[config.mk]
export PLATFORM = sky130hd
export DESIGN_NAME = ipq_prefetch_unit
export DESIGN_NICKNAME = d
export VERILOG_FILES = /design/src/rtl/ipq_pkg.sv /design/src/rtl/ipq_addr_gen.sv /design/src/rtl/ipq_fifo.sv /design/src/rtl/ipq_fetch_ctrl.sv /design/src/rtl/ipq_prefetch_unit.sv
export SDC_FILE = /design/constraint.sdc
export NUM_CORES = 1
export LEC_CHECK = 0
export BUFFER_PORTS_ARGS = -buffer_cell sky130_fd_sc_hd__buf_2
export CELL_PAD_IN_SITES_DETAIL_PLACEMENT = 2
export CELL_PAD_IN_SITES_GLOBAL_PLACEMENT = 2
export CORE_MARGIN = 8
export CORE_UTILIZATION = 30
export CTS_CLUSTER_DIAMETER = 120
export CTS_CLUSTER_SIZE = 14
export DETAILED_ROUTE_END_ITERATION = 8
export PLACE_DENSITY_LB_ADDON = 0.1
export SYNTH_ARGS = -nofsm -noshare
export SYNTH_HDL_FRONTEND = slang
export SYNTH_SLANG_ARGS = --single-unit
[constraint.sdc]
create_clock -name clk_i -period 4.2 [get_ports clk_i]
set_input_delay 0.42 -clock clk_i [delete_from_list [all_inputs] [get_ports clk_i]]
set_output_delay 0.42 -clock clk_i [all_outputs]
set_load 0.03 [all_outputs]
[src/rtl/ipq_pkg.sv]
package ipq_pkg;
  localparam int unsigned SEG_W   = 16;
  localparam int unsigned OFF_W   = 16;
  localparam int unsigned SHIFT_W = 4;
  localparam int unsigned PA_W    = 20;
  localparam int unsigned BYTE_W  = 8;

  typedef logic [SEG_W-1:0]  seg_t;
  typedef logic [OFF_W-1:0]  off_t;
  typedef logic [PA_W-1:0]   paddr_t;
  typedef logic [BYTE_W-1:0] byte_t;
endpackage

[src/rtl/ipq_addr_gen.sv]
module ipq_addr_gen
  import ipq_pkg::*;
(
  input  seg_t   seg_i,
  input  off_t   off_i,
  output paddr_t paddr_o
);
  localparam int unsigned SUM_W = (SEG_W + SHIFT_W > OFF_W) ? SEG_W + SHIFT_W : OFF_W;

  logic [SUM_W-1:0] seg_ext;
  logic [SUM_W-1:0] off_ext;
  logic [SUM_W-1:0] sum;

  always_comb begin
    seg_ext = SUM_W'({seg_i, {SHIFT_W{1'b0}}});
    off_ext = SUM_W'(off_i);
    sum     = seg_ext + off_ext;
    paddr_o = sum[PA_W-1:0];  // modulo 2^PA_W
  end
endmodule

[src/rtl/ipq_fifo.sv]
module ipq_fifo #(
  parameter int unsigned DEPTH = 6,
  parameter int unsigned W     = 8,
  localparam int unsigned IDX_W = (DEPTH > 1) ? $clog2(DEPTH) : 1,
  localparam int unsigned CNT_W = $clog2(DEPTH + 1)
) (
  input  logic             clk_i,
  input  logic             rst_ni,
  input  logic             flush_i,
  input  logic             push_i,
  input  logic [W-1:0]     din_i,
  input  logic             pop_i,
  output logic [W-1:0]     dout_o,
  output logic [CNT_W-1:0] cnt_o
);
  logic [W-1:0]     mem_q [DEPTH];
  logic [IDX_W-1:0] wr_q, rd_q;
  logic [CNT_W-1:0] cnt_q;
  logic             do_push, do_pop;

  function automatic logic [IDX_W-1:0] nxt(input logic [IDX_W-1:0] p);
    return (p == IDX_W'(DEPTH - 1)) ? '0 : p + 1'b1;
  endfunction

  assign do_push = push_i && !flush_i && (cnt_q != CNT_W'(DEPTH));
  assign do_pop  = pop_i  && !flush_i && (cnt_q != '0);

  always_ff @(posedge clk_i or negedge rst_ni) begin
    if (!rst_ni) begin
      wr_q  <= '0;
      rd_q  <= '0;
      cnt_q <= '0;
    end else if (flush_i) begin
      wr_q  <= '0;
      rd_q  <= '0;
      cnt_q <= '0;
    end else begin
      if (do_push) wr_q <= nxt(wr_q);
      if (do_pop)  rd_q <= nxt(rd_q);
      case ({do_push, do_pop})
        2'b10:   cnt_q <= cnt_q + 1'b1;
        2'b01:   cnt_q <= cnt_q - 1'b1;
        default: cnt_q <= cnt_q;
      endcase
    end
  end

  always_ff @(posedge clk_i) begin
    if (do_push) mem_q[wr_q] <= din_i;
  end

  assign dout_o = mem_q[rd_q];
  assign cnt_o  = cnt_q;
endmodule

[src/rtl/ipq_fetch_ctrl.sv]
module ipq_fetch_ctrl
  import ipq_pkg::*;
#(
  parameter int unsigned DEPTH     = 6,
  parameter int unsigned MAX_PEND  = 16,
  parameter seg_t        RESET_SEG = 16'hFFFF,
  parameter off_t        RESET_OFF = 16'h0000,
  localparam int unsigned CNT_W  = $clog2(DEPTH + 1),
  localparam int unsigned PEND_W = $clog2(MAX_PEND + 1)
) (
  input  logic              clk_i,
  input  logic              rst_ni,
  input  logic              redir_i,
  input  seg_t              redir_seg_i,
  input  off_t              redir_off_i,
  input  logic              mem_gnt_i,
  input  logic              mem_rvalid_i,
  input  logic [CNT_W-1:0]  occ_i,
  output seg_t              seg_o,
  output off_t              off_o,
  output logic              mem_req_o,
  output logic              push_o,
  output logic [PEND_W-1:0] live_o,
  output logic [PEND_W-1:0] total_o
);
  seg_t              seg_q;
  off_t              off_q;
  logic [PEND_W-1:0] live_q, total_q;
  logic [PEND_W:0]   room_sum;
  logic              accept, stale_rsp, live_rsp;

  always_comb begin
    room_sum  = (PEND_W+1)'(occ_i) + (PEND_W+1)'(live_q);
    mem_req_o = !redir_i
                && (room_sum < (PEND_W+1)'(DEPTH))
                && (total_q < PEND_W'(MAX_PEND));
    accept    = mem_req_o && mem_gnt_i;
    // responses return in order: stale ones drain first
    stale_rsp = mem_rvalid_i && (total_q != live_q);
    live_rsp  = mem_rvalid_i && (total_q == live_q);
    push_o    = live_rsp && !redir_i;
  end

  always_ff @(posedge clk_i or negedge rst_ni) begin
    if (!rst_ni) begin
      seg_q   <= RESET_SEG;
      off_q   <= RESET_OFF;
      live_q  <= '0;
      total_q <= '0;
    end else begin
      total_q <= total_q + PEND_W'(accept) - PEND_W'(mem_rvalid_i);
      if (redir_i) begin
        seg_q  <= redir_seg_i;
        off_q  <= redir_off_i;
        live_q <= '0;  // everything outstanding turns stale
      end else begin
        if (accept) off_q <= off_q + 1'b1;
        live_q <= live_q + PEND_W'(accept) - PEND_W'(live_rsp);
      end
    end
  end

  assign seg_o   = seg_q;
  assign off_o   = off_q;
  assign live_o  = live_q;
  assign total_o = total_q;

  logic unused_stale;
  assign unused_stale = stale_rsp;
endmodule

[src/rtl/ipq_prefetch_unit.sv]
module ipq_prefetch_unit
  import ipq_pkg::*;
#(
  parameter int unsigned DEPTH     = 6,
  parameter int unsigned MAX_PEND  = 16,
  parameter logic [15:0] RESET_SEG = 16'hFFFF,
  parameter logic [15:0] RESET_OFF = 16'h0000
) (
  input  logic        clk_i,
  input  logic        rst_ni,
  input  logic        redir_i,
  input  logic [15:0] redir_seg_i,
  input  logic [15:0] redir_off_i,
  output logic        mem_req_o,
  output logic [19:0] mem_addr_o,
  input  logic        mem_gnt_i,
  input  logic        mem_rvalid_i,
  input  logic [7:0]  mem_rdata_i,
  output logic        pop_valid_o,
  output logic [7:0]  pop_data_o,
  input  logic        pop_ready_i
);
  localparam int unsigned CNT_W  = $clog2(DEPTH + 1);
  localparam int unsigned PEND_W = $clog2(MAX_PEND + 1);

  seg_t              cur_seg;
  off_t              cur_off;
  logic              fifo_push;
  logic [CNT_W-1:0]  fifo_cnt;
  logic [PEND_W-1:0] live_cnt, total_cnt;
  byte_t             head_byte;

  ipq_fetch_ctrl #(
    .DEPTH(DEPTH), .MAX_PEND(MAX_PEND),
    .RESET_SEG(RESET_SEG), .RESET_OFF(RESET_OFF)
  ) u_ctrl (
    .clk_i, .rst_ni,
    .redir_i, .redir_seg_i, .redir_off_i,
    .mem_gnt_i, .mem_rvalid_i,
    .occ_i   (fifo_cnt),
    .seg_o   (cur_seg),
    .off_o   (cur_off),
    .mem_req_o,
    .push_o  (fifo_push),
    .live_o  (live_cnt),
    .total_o (total_cnt)
  );

  ipq_addr_gen u_agen (
    .seg_i   (cur_seg),
    .off_i   (cur_off),
    .paddr_o (mem_addr_o)
  );

  assign pop_valid_o = (fifo_cnt != '0) && !redir_i;

  ipq_fifo #(.DEPTH(DEPTH), .W(BYTE_W)) u_fifo (
    .clk_i, .rst_ni,
    .flush_i (redir_i),
    .push_i  (fifo_push),
    .din_i   (mem_rdata_i),
    .pop_i   (pop_valid_o && pop_ready_i),
    .dout_o  (head_byte),
    .cnt_o   (fifo_cnt)
  );

  assign pop_data_o = head_byte;
endmodule

== Word-level counts from Yosys, hierarchy flattened ==
Memories as Yosys holds them, arrays and structs flattened.
Cells that the tools add are included.
Widths: inputs -> output; s select.
Word-level totals
  register bits after elaboration: 51
  bits in writable memories: 48
  input port bits: 46
  output and inout port bits: 30
  word-level logic and storage cells: 57
  memories kept: 1
Operators by class
  $add $sub $neg: 11
  magnitude comparators: 2
  eq/ne operators: 6
  mux-type cells: 13
  reductions and logical operators: 17
Memory list
  u_fifo.mem_q: words 6, width 8, read ports 1, clocked after memory_dff 0, write ports 1, line ipq_fifo.sv:16  | logic [W-1:0] mem_q [DEPTH];
Operators with widths (number)
  $mux 16: 2
  $mux 3: 7
  $add 20x16->20: 1
  $add 16x1->16 const B: 1
  $logic_and 1x1->1: 11
  $add 5x1->5: 2
  $sub 5x1->5: 2
  $add 3x1->3 const B: 3
  $add 3x5->6: 1
  $eq 3x3->1 const B: 2
  $lt 6x3->1 const B: 1
  $pmux 3 s2: 1
  $reduce_bool 2->1: 3
  $reduce_bool 3->1: 2
  $eq 5x5->1: 1
  $lt 5x5->1 const B: 1
  $mux 5: 1
  $ne 3x3->1 const B: 1
  $sub 3x1->3 const B: 1
  $eq 2x1->1 const B: 1
  $eq 2x2->1 const B: 1
  $mux 1: 2
  $logic_not 1->1: 1

== Depth between registers and ports, before layout ==
Gate-level depths: netlist of the first run.
  word-level depth: 8
  mapped depth: 14
  depth with buffers taken out: 13

== Modules after synthesis ==
From an unflattened synthesis of the first run, not the netlist that was laid out.
Unflattened totals
  cell total of the unflattened synthesis: 514
  area, all modules: 5808.1 sq um
By module, submodules not included
  ipq_fetch_ctrl: instances 1, cells each 260, area each 2595.0 sq um, sequential area each 1071.0 sq um
  ipq_fifo: instances 1, cells each 143, area each 2371.0 sq um, sequential area each 1666.6 sq um
  ipq_addr_gen: instances 1, cells each 108, area each 820.8 sq um, sequential area each 0.0 sq um
  ipq_prefetch_unit: instances 1, cells each 3, area each 21.3 sq um, sequential area each 0.0 sq um

== Worst setup path before layout of the first run ==
No wires, ideal clock.
  path kind: register to register
  start: register u_fifo.cnt_q[1], in the netlist u_fifo.cnt_o[1]
  end: register u_ctrl.live_q[4], in the netlist u_ctrl.live_o[4]
  setup time: 132 ps
  arrival: 2961 ps
  required time: 4068 ps
  slack: 1107 ps
  cell stages (with the launch flop): 14
  path buffers: 1
  clock period less this slack: 3093 ps
  cell sequence: dfrtp_1 inv_1 fa_1 o311a_1 o211ai_4 or2_1 buf_6 inv_6 ha_1 fa_1 a21o_1 a21oi_1 xnor2_1 nor2_1
Between the ends
  cells in the longest elaborated chain, start to end: 8
Ends and longest elaborated chain
  start: declaration: line ipq_fifo.sv:18  | logic [CNT_W-1:0] cnt_q;
  start signal: assignment: line ipq_fifo.sv:41  | 2'b10: cnt_q <= cnt_q + 1'b1;
  start signal: assignment: line ipq_fifo.sv:42  | 2'b01: cnt_q <= cnt_q - 1'b1;
  start signal: assignment: line ipq_fifo.sv:43  | default: cnt_q <= cnt_q;
  $add 3x5->6: line ipq_fetch_ctrl.sv:33  | room_sum = (PEND_W+1)'(occ_i) + (PEND_W+1)'(live_q);
  $lt 6x3->1: line ipq_fetch_ctrl.sv:35  | && (room_sum < (PEND_W+1)'(DEPTH))
  $logic_and 1x1->1: line ipq_fetch_ctrl.sv:35
  $logic_and 1x1->1: line ipq_fetch_ctrl.sv:36  | && (total_q < PEND_W'(MAX_PEND));
  $logic_and 1x1->1: line ipq_fetch_ctrl.sv:37  | accept = mem_req_o && mem_gnt_i;
  $add 5x1->5: line ipq_fetch_ctrl.sv:58  | live_q <= live_q + PEND_W'(accept) - PEND_W'(live_rsp);
  $sub 5x1->5: line ipq_fetch_ctrl.sv:58
  $mux 5: line ipq_fetch_ctrl.sv:52  | if (redir_i) begin
  end signal: assignment: line ipq_fetch_ctrl.sv:58
  end: declaration: line ipq_fetch_ctrl.sv:28  | logic [PEND_W-1:0] live_q, total_q;
No other way between the ends.
A chain may end at the register's enable or synchronous reset.

== Final worst setup path of the first run ==
  start: register u_ctrl.seg_q[0], in the netlist u_ctrl.seg_o[0]
  end: output mem_addr_o[18]
Between the ends
  cells in the longest elaborated chain, start to end: 1
Ends and longest elaborated chain
  start: declaration: line ipq_fetch_ctrl.sv:26  | seg_t seg_q;
  start signal: assignment: line ipq_fetch_ctrl.sv:53  | seg_q <= redir_seg_i;
  $add 20x16->20: line ipq_addr_gen.sv:17  | sum = seg_ext + off_ext;
  end: declaration: line ipq_prefetch_unit.sv:15  | output logic [19:0] mem_addr_o,
No other way between the ends.

==> results of run 1 <==
-- cells in the final DEF, fill, tap and decap left out, types with 3 or more instances in the layout --
| cell | instances |
|---|---|
| fa_1 | 5 |
| o21ai_0 | 20 |
| buf_2 | 75 |
| inv_1 | 28 |
| mux4_2 | 8 |
| or2_2 | 3 |
| dfstp_2 | 16 |
| edfxtp_1 | 48 |
| xnor2_1 | 26 |
| nand4_1 | 5 |
| a221o_1 | 10 |
| ha_1 | 26 |
| dfrtp_1 | 35 |
| nor3b_2 | 3 |
| nor3_1 | 11 |
| a211oi_1 | 3 |
| o211ai_1 | 3 |
| buf_4 | 8 |
| a21o_1 | 5 |
| mux2_2 | 16 |
| xor2_1 | 8 |
| mux2i_1 | 12 |
| clkinvlp_4 | 3 |
| nor2b_1 | 5 |
| a21oi_1 | 32 |
| nor2_1 | 31 |
| nand2b_1 | 5 |
| and3_1 | 8 |
| nor3_2 | 4 |
| clkbuf_16 | 9 |
| nand3_1 | 9 |
| nand2_1 | 21 |
| nor4_1 | 5 |
| o31ai_1 | 3 |
-- layout make-up --
cell class / instances / area, sq um
fillers: 1957 / 11500
flip-flops and latches: 99 / 2740
multi-input cells: 310 / 2430
repair buffers: 83 / 435
well taps: 229 / 287
clock buffers: 9 / 225
inverters: 29 / 114
clock inverters: 7 / 83.8
-- logic make-up (layout without fill, tap and decap cells) --
family,count (synthesis),after routing,synth area share (%)
AND/OR/NAND/NOR,122,122,12.1
flip-flops,99,99,50.9
AO/OA/AOI/OAI,87,87,10.6
buffers and inverters,48,128,4.02
multiplexers,36,36,8.93
XOR/XNOR,34,34,5.53
adder cells (fa/ha/maj),31,31,7.91
-- registers in the layout, indices dropped and copies added, names as in the netlist --
register and cells:
u_ctrl.live_o 5, u_ctrl.off_o 16, u_ctrl.seg_o 16, u_ctrl.total_o 5, u_fifo.cnt_o 3, u_fifo.mem_q 48
u_fifo.rd_q 3, u_fifo.wr_q 3
-- metrics by stage --
stage	std cells	setup slack (ns)	utilization [%]	hold WS, ns
after floorplan	457	1.11	-	0.124
after global placement	750	0.961	33.8	0.522
after detailed placement	750	0.897	33.8	0.518
after CTS	766	0.779	35.5	0.129
after global routing	766	0.603	35.5	0.149
final	766	0.800	35.5	0.101
-- worst paths after layout --
check	startpoint	to	slack, ns
worst max-delay path	u_ctrl.seg_o[0]	mem_addr_o[18]	0.80
min in group clk_i	redir_off_i[1]	u_ctrl.off_o[1]	0.27
worst max register to register	u_fifo.cnt_o[1]	u_ctrl.live_o[4]	0.92
worst min-delay path	rst_ni	u_fifo.rd_q[0]	0.10
max in group asynchronous	rst_ni	u_ctrl.seg_o[14]	3.22
worst min register to register	u_ctrl.seg_o[1]	u_ctrl.seg_o[1]	0.57
-- where the power goes --
part           switching [mW]  leakage (nW)  internal (mW)
logic                   0.638          1.33          0.438
registers               0.114          1.05           1.12
clock network           0.405         0.142          0.473
-- per-layer routing --
metal / global-route usage (%) / part of all wire (%)
met1: 17.0 / 45
met2: 23.1 / 50
met3: 2.51 / 3.7
met4: 4.20 / 1.3
met5: 0 / 0
-- worst max-delay path, delay by kind of cell, from the launching register on --
kind | cells | cell delay [ns]
AOI/OAI and AO/OA | 2 | 0.42
and+or+nand+nor | 3 | 0.65
DFF | 1 | 0.53
adders and majority gates | 2 | 0.58
buffers and inverters | 2 | 0.29
xor gates and xnor gates | 1 | 0.16
==> impl_metrics.py, run 1 <==
metrics = {
    "global_route": {
        "antenna_found_initial": 0,
        "grt_pass1_vias": 4267,
        "track_usage_pct": 13.5,
        "grt_max_degree": 46,
        "grt.overflow.total": 0,
        "grt_pass1_wl_um": 23600,
    },
    "floorplanning": {
        "fp-row-count": 49,
        "die_area_sq_um": 22500,
        "die_w_um": 150,
        "dieHeight_um": 150,
        "io_pins": 76,
        "start_util_pct": 30.3,
        "core-area_sq_um": 17800,
    },
    "setup_path": {
        "worst_r2r_path_depth": 12,
        "cp-start-kind": "flip-flop",
        "cp-end-kind": "output pin",
        "worstSetupPathType": "reg2out",
        "slowest_stage": "dfstp_2",
        "worst_path_largest_cell_delay_ns": 0.53,
        "crit_required_ns": 3.78,
        "cp_cell_sequence": "ha_1 > inv_1 > fa_1 > nand2b_1 > a21oi_1 > nor4_1 > or2_2 > a31oi_1 > xor2_1 > buf_2",
        "critPathMaxFanout": 3,
        "critPathArrivalTime_ns": 2.98,
    },
    "synthesis": {
        "synthTopCellsByArea": "edfxtp_1 27%, dfrtp_1 16%, dfstp_2 7.8%, ha_1 6.0%, xnor2_1 4.2%",
        "synth_commonest_cells": "48 x edfxtp_1, 35 x dfrtp_1, 32 x a21oi_1",
        "synth_top_area_share_pct": 26.8,
        "avgSynthCellArea_sq_um": 11.8,
        "synth_top_area_cell": "edfxtp_1",
        "ys_types": 54,
        "yosys_warnings": 0,
        "async_flop_share_pct": 51.5,
        "synth_nets": 534,
        "yosysMostFrequentCell": "edfxtp_1",
        "seq_area_frac_synth_pct": 50.9,
        "ys_seq_elements": 99,
        "netlist_area_sq_um": 5380,
        "syn_inst": 457,
        "synth_edf_count": 48,
        "synthFlopType": "edfxtp_1",
    },
    "placed_design": {
        "dp_hpwl_um": 11000,
        "io_buffers": 75,
        "place_area_sq_um": 6000,
        "place_congestion": 0.741,
    },
    "routing": {
        "via_count": 3757,
        "viasPerCell": 4.90,
        "dr.pass1.iters": 4,
        "drc": 0,
        "first_iter_violations": 102,
        "wirelength_um": 14500,
        "ant_nets": 0,
        "routedWlPerCell_um": 18.9,
    },
    "job": {
        "max_cap_viol_count": 0,
    },
    "finish": {
        "area_delta_synth_final_pct": 17.3,
        "antennaDiodeCount": 0,
        "fin_area_sq_um": 6310,
        "drive_gt1_share_pct": 28.3,
        "final_nets": 609,
    },
    "power": {
        "peakVddDrop_mv": 0.201,
        "finalPower_mw": 3.19,
        "p_leak_nw": 2.51,
        "power_density_nw_per_um2": 505,
    },
    "sta": {
        "worstMarginPinSlew_ns": 0.826,
        "fmax_mhz": 294,
        "rsz0062_at_grt": "false",
        "period_needed_ns": 3.40,
        "setup_violations": 0,
        "fin_tns_setup_ns": 0,
        "worst_clock_skew_ns": 0.00845,
        "hold_viol_final": 0,
        "drv_slew": 0,
        "finalCritPeriodShare_pct": 80.9,
        "slew_headroom_pct": 44.8,
    },
    "clock_network": {
        "cts_sinks": 99,
        "cts.path.max_buffers": 2,
        "cts_buffers": 9,
        "ctsResizeCount": 0,
        "cts_tree": "done",
        "path_clk_slew_ns": 0.07,
        "cts_max_level": 3,
        "hold_buffers": 0,
        "clock_latency_ns": 0.36,
        "post-cts-setup-buffer-count": 0,
        "root_buffer": "clkbuf_16",
    },
    "run_status": {
        "status": "finished, final reports clean",
    },
    "hold_path": {
        "hp-class": "in2async",
    },
}
No activity file was read; power rests on OpenSTA's default activity.
==> run 2: changes to the inputs <==
==> constraint.sdc (replaced) <==
create_clock -name clk_i -period 2.77 [get_ports clk_i]
set_input_delay 0.277 -clock clk_i [delete_from_list [all_inputs] [get_ports clk_i]]
set_output_delay 0.277 -clock clk_i [all_outputs]
set_load 0.03 [all_outputs]
==> run 2 against run 1 <==
Core utilization grew 3.2 points. Worst hold slack lost 0.050 ns. Global-route usage grew 0.39 points. Register-to-register slack lost 0.97 ns. Largest power group is now combinational cells. Sequential power grew 50%. Non-clock buffer count grew 36. Critical path type unchanged. Final cell count grew 4.7%. Die area is the same. Via count grew 4.7%. The flow now finishes with violations (setup timing). Total power grew 64%.
==> impl_metrics.py, run 2 (synthesized netlist as in run 1, its figures left out) <==
metrics = {
    "routing": {
        "ant_nets": 0,
        "drc": 0,
        "first_iter_violations": 165,
        "via_count": 3934,
        "viasPerCell": 4.91,
        "wirelength_um": 15100,
        "routedWlPerCell_um": 18.8,
        "dr.pass1.iters": 4,
    },
    "clock_network": {
        "cts_tree": "done",
        "cts.path.max_buffers": 2,
        "cts_sinks": 99,
        "cts_buffers": 9,
        "hold_buffers": 0,
        "clock_latency_ns": 0.35,
        "root_buffer": "clkbuf_16",
        "cts_max_level": 3,
        "path_clk_slew_ns": 0.08,
    },
    "setup_path": {
        "cp_cell_sequence": "ha_4 > inv_2 > fa_2 > nand2b_4 > a21oi_4 > nor4_4 > or2_4 > a31oi_4 > xor2_2 > buf_6",
        "crit_required_ns": 2.49,
        "worstSetupPathType": "reg2out",
        "crit_family": "flip-flops",
        "worst_path_largest_cell_delay_ns": 0.56,
        "critPathArrivalTime_ns": 2.56,
        "slowest_stage": "dfstp_2",
        "critPathMaxFanout": 3,
        "crit_buf_inv": 2,
        "cp-start-kind": "flip-flop",
        "cp-end-kind": "output pin",
    },
    "finish": {
        "final_cell_count_no_fill": 802,
        "fin_area_sq_um": 6870,
        "final_nets": 645,
        "final_common_cell": "buf_2",
        "largest_reg_flops": 48,
        "area_delta_synth_final_pct": 27.7,
        "drive_gt1_share_pct": 39.8,
        "antennaDiodeCount": 0,
        "mostFrequentLayoutCells": "69 x buf_2, 48 x edfxtp_1, 46 x buf_4, 35 x dfrtp_1, 30 x nor2_1",
        "fill_cells": 1900,
        "top_register": "u_fifo.mem_q",
    },
    "floorplanning": {
        "fp-row-count": 49,
        "start_util_pct": 30.3,
        "core-area_sq_um": 17800,
        "dieHeight_um": 150,
        "die_area_sq_um": 22500,
        "io_pins": 76,
        "die_w_um": 150,
    },
    "power": {
        "p_leak_nw": 2.75,
        "clkPwrFrac_pct": 25.5,
        "p_comb_share_pct": 39.1,
        "peakVddDrop_mv": 0.370,
        "p_int_mw": 3.33,
        "power_density_nw_per_um2": 762,
        "p_switching_mw": 1.91,
        "swShare_pct": 36.5,
        "p_seq_share_pct": 35.4,
    },
    "sta": {
        "finalCritPeriodShare_pct": 102,
        "period_needed_ns": 2.84,
        "fmax_mhz": 353,
        "drv_slew": 0,
        "worstMarginPinSlew_ns": 0.741,
        "setup_violations": 4,
        "worst_slack_ns": -0.0654,
        "worst_clock_skew_ns": 0.00872,
        "rsz0062_at_grt": "true",
        "hold_viol_final": 0,
        "slew_headroom_pct": 50.6,
    },
    "global_route": {
        "grt_pass1_wl_um": 24200,
        "track_usage_pct": 13.9,
        "grt_pass1_vias": 4464,
        "grt_max_degree": 52,
        "grt.overflow.total": 0,
        "antenna_found_initial": 0,
    },
    "hold_path": {
        "hp-class": "in2async",
    },
    "placed_design": {
        "place_congestion": 0.769,
        "dp_cells": 776,
        "dp_hpwl_um": 11100,
        "io_buffers": 75,
        "place_area_sq_um": 6240,
    },
    "job": {
        "max_cap_viol_count": 0,
    },
    "run_status": {
        "violations": "setup timing",
        "status": "finished, violations left",
    },
}
run 2: changes by cell type in the layout (fill, tap and decap cells not counted), sizes merged:
cell	before	now
clkbuf	9	10
clkinv	0	1
clkinvlp	3	0
buf	83	118
inv	32	34
run 2: final timing paths:
kind	cells past startpoint	from	end	slack, ns
max in group asynchronous	2	rst_ni	u_ctrl.off_o[12]	2.21
worst max register to register	13	u_ctrl.live_o[1]	u_ctrl.live_o[4]	-0.05
min in group clk_i	3	redir_off_i[1]	u_ctrl.off_o[1]	0.15
worst max-delay path	10	u_ctrl.seg_o[0]	mem_addr_o[18]	-0.07
worst min register to register	1	u_ctrl.off_o[15]	u_ctrl.off_o[15]	0.59
worst min-delay path	2	rst_ni	u_fifo.rd_q[0]	0.05
run 2: power groups by stage:
stage          clock [mW]  combinational [mW]  sequential (mW)
6_report             1.33                2.05             1.86
3_3_place_gp            0                1.79             1.88
5_1_grt              1.44                2.24             1.88
3_5_place_dp            0                1.86             1.88
2_1_floorplan           0                1.31             1.84
4_1_cts              1.38                1.99             1.86
run 2: final cells by class:
cell class	count	area, sq um	share of cell area (%)
clock inverter	7	81.3	1.18
clock buffer	9	225	3.28
sequential	99	2740	39.8
timing repair buffer	119	732	10.6
tap	229	287	4.17
inverter	29	114	1.66
multi-input combinational	310	2700	39.2
run 2: worst register-to-register path, stage by stage, from the launching register on:
cell and delay (ns):
dfrtp_1 0.42, inv_2 0.09, fa_2 0.47, nand2b_4 0.16
o311a_4 0.13, o211ai_4 0.17, or2_4 0.17, inv_6 0.05
ha_4 0.16, fa_2 0.36, a21o_1 0.17, a21oi_2 0.15
xnor2_1 0.13, nor2_1 0.06
run 2: metal layers:
metal  GRT usage (%)  wire length, um  vias to the layer above
met5               0                0                        -
met4            4.65              205                        0
met3            2.39              437                       13
met2            24.9             7780                       55
met1            16.6             6640                     1985
li1                -                -                     1881
run 2: what timing repair did:
| item | 4_1_cts | 5_1_grt |
|---|---|---|
| setup endpoints to repair | 11 | 14 |
| gates resized for setup | 28 | 25 |
| pin swaps | 16 | 19 |
| cloned | 0 | 0 |
| setup buffers | 4 | 6 |
run 2: stage by stage:
stage               hold WS, ns  setup TNS (ns)  utilization [%]  worst slack [ns]  power [mW]
floorplan               -0.0186          -0.219                -            -0.127        3.15
global placement          0.482         -0.0975             35.1           -0.0655        3.67
detailed placement        0.474          -0.245             35.1            -0.108        3.74
CTS                      0.0831          -0.221             37.7           -0.0903        5.23
global route              0.120          -0.769             38.7            -0.182        5.57
finish                   0.0507          -0.171             38.7           -0.0654        5.24
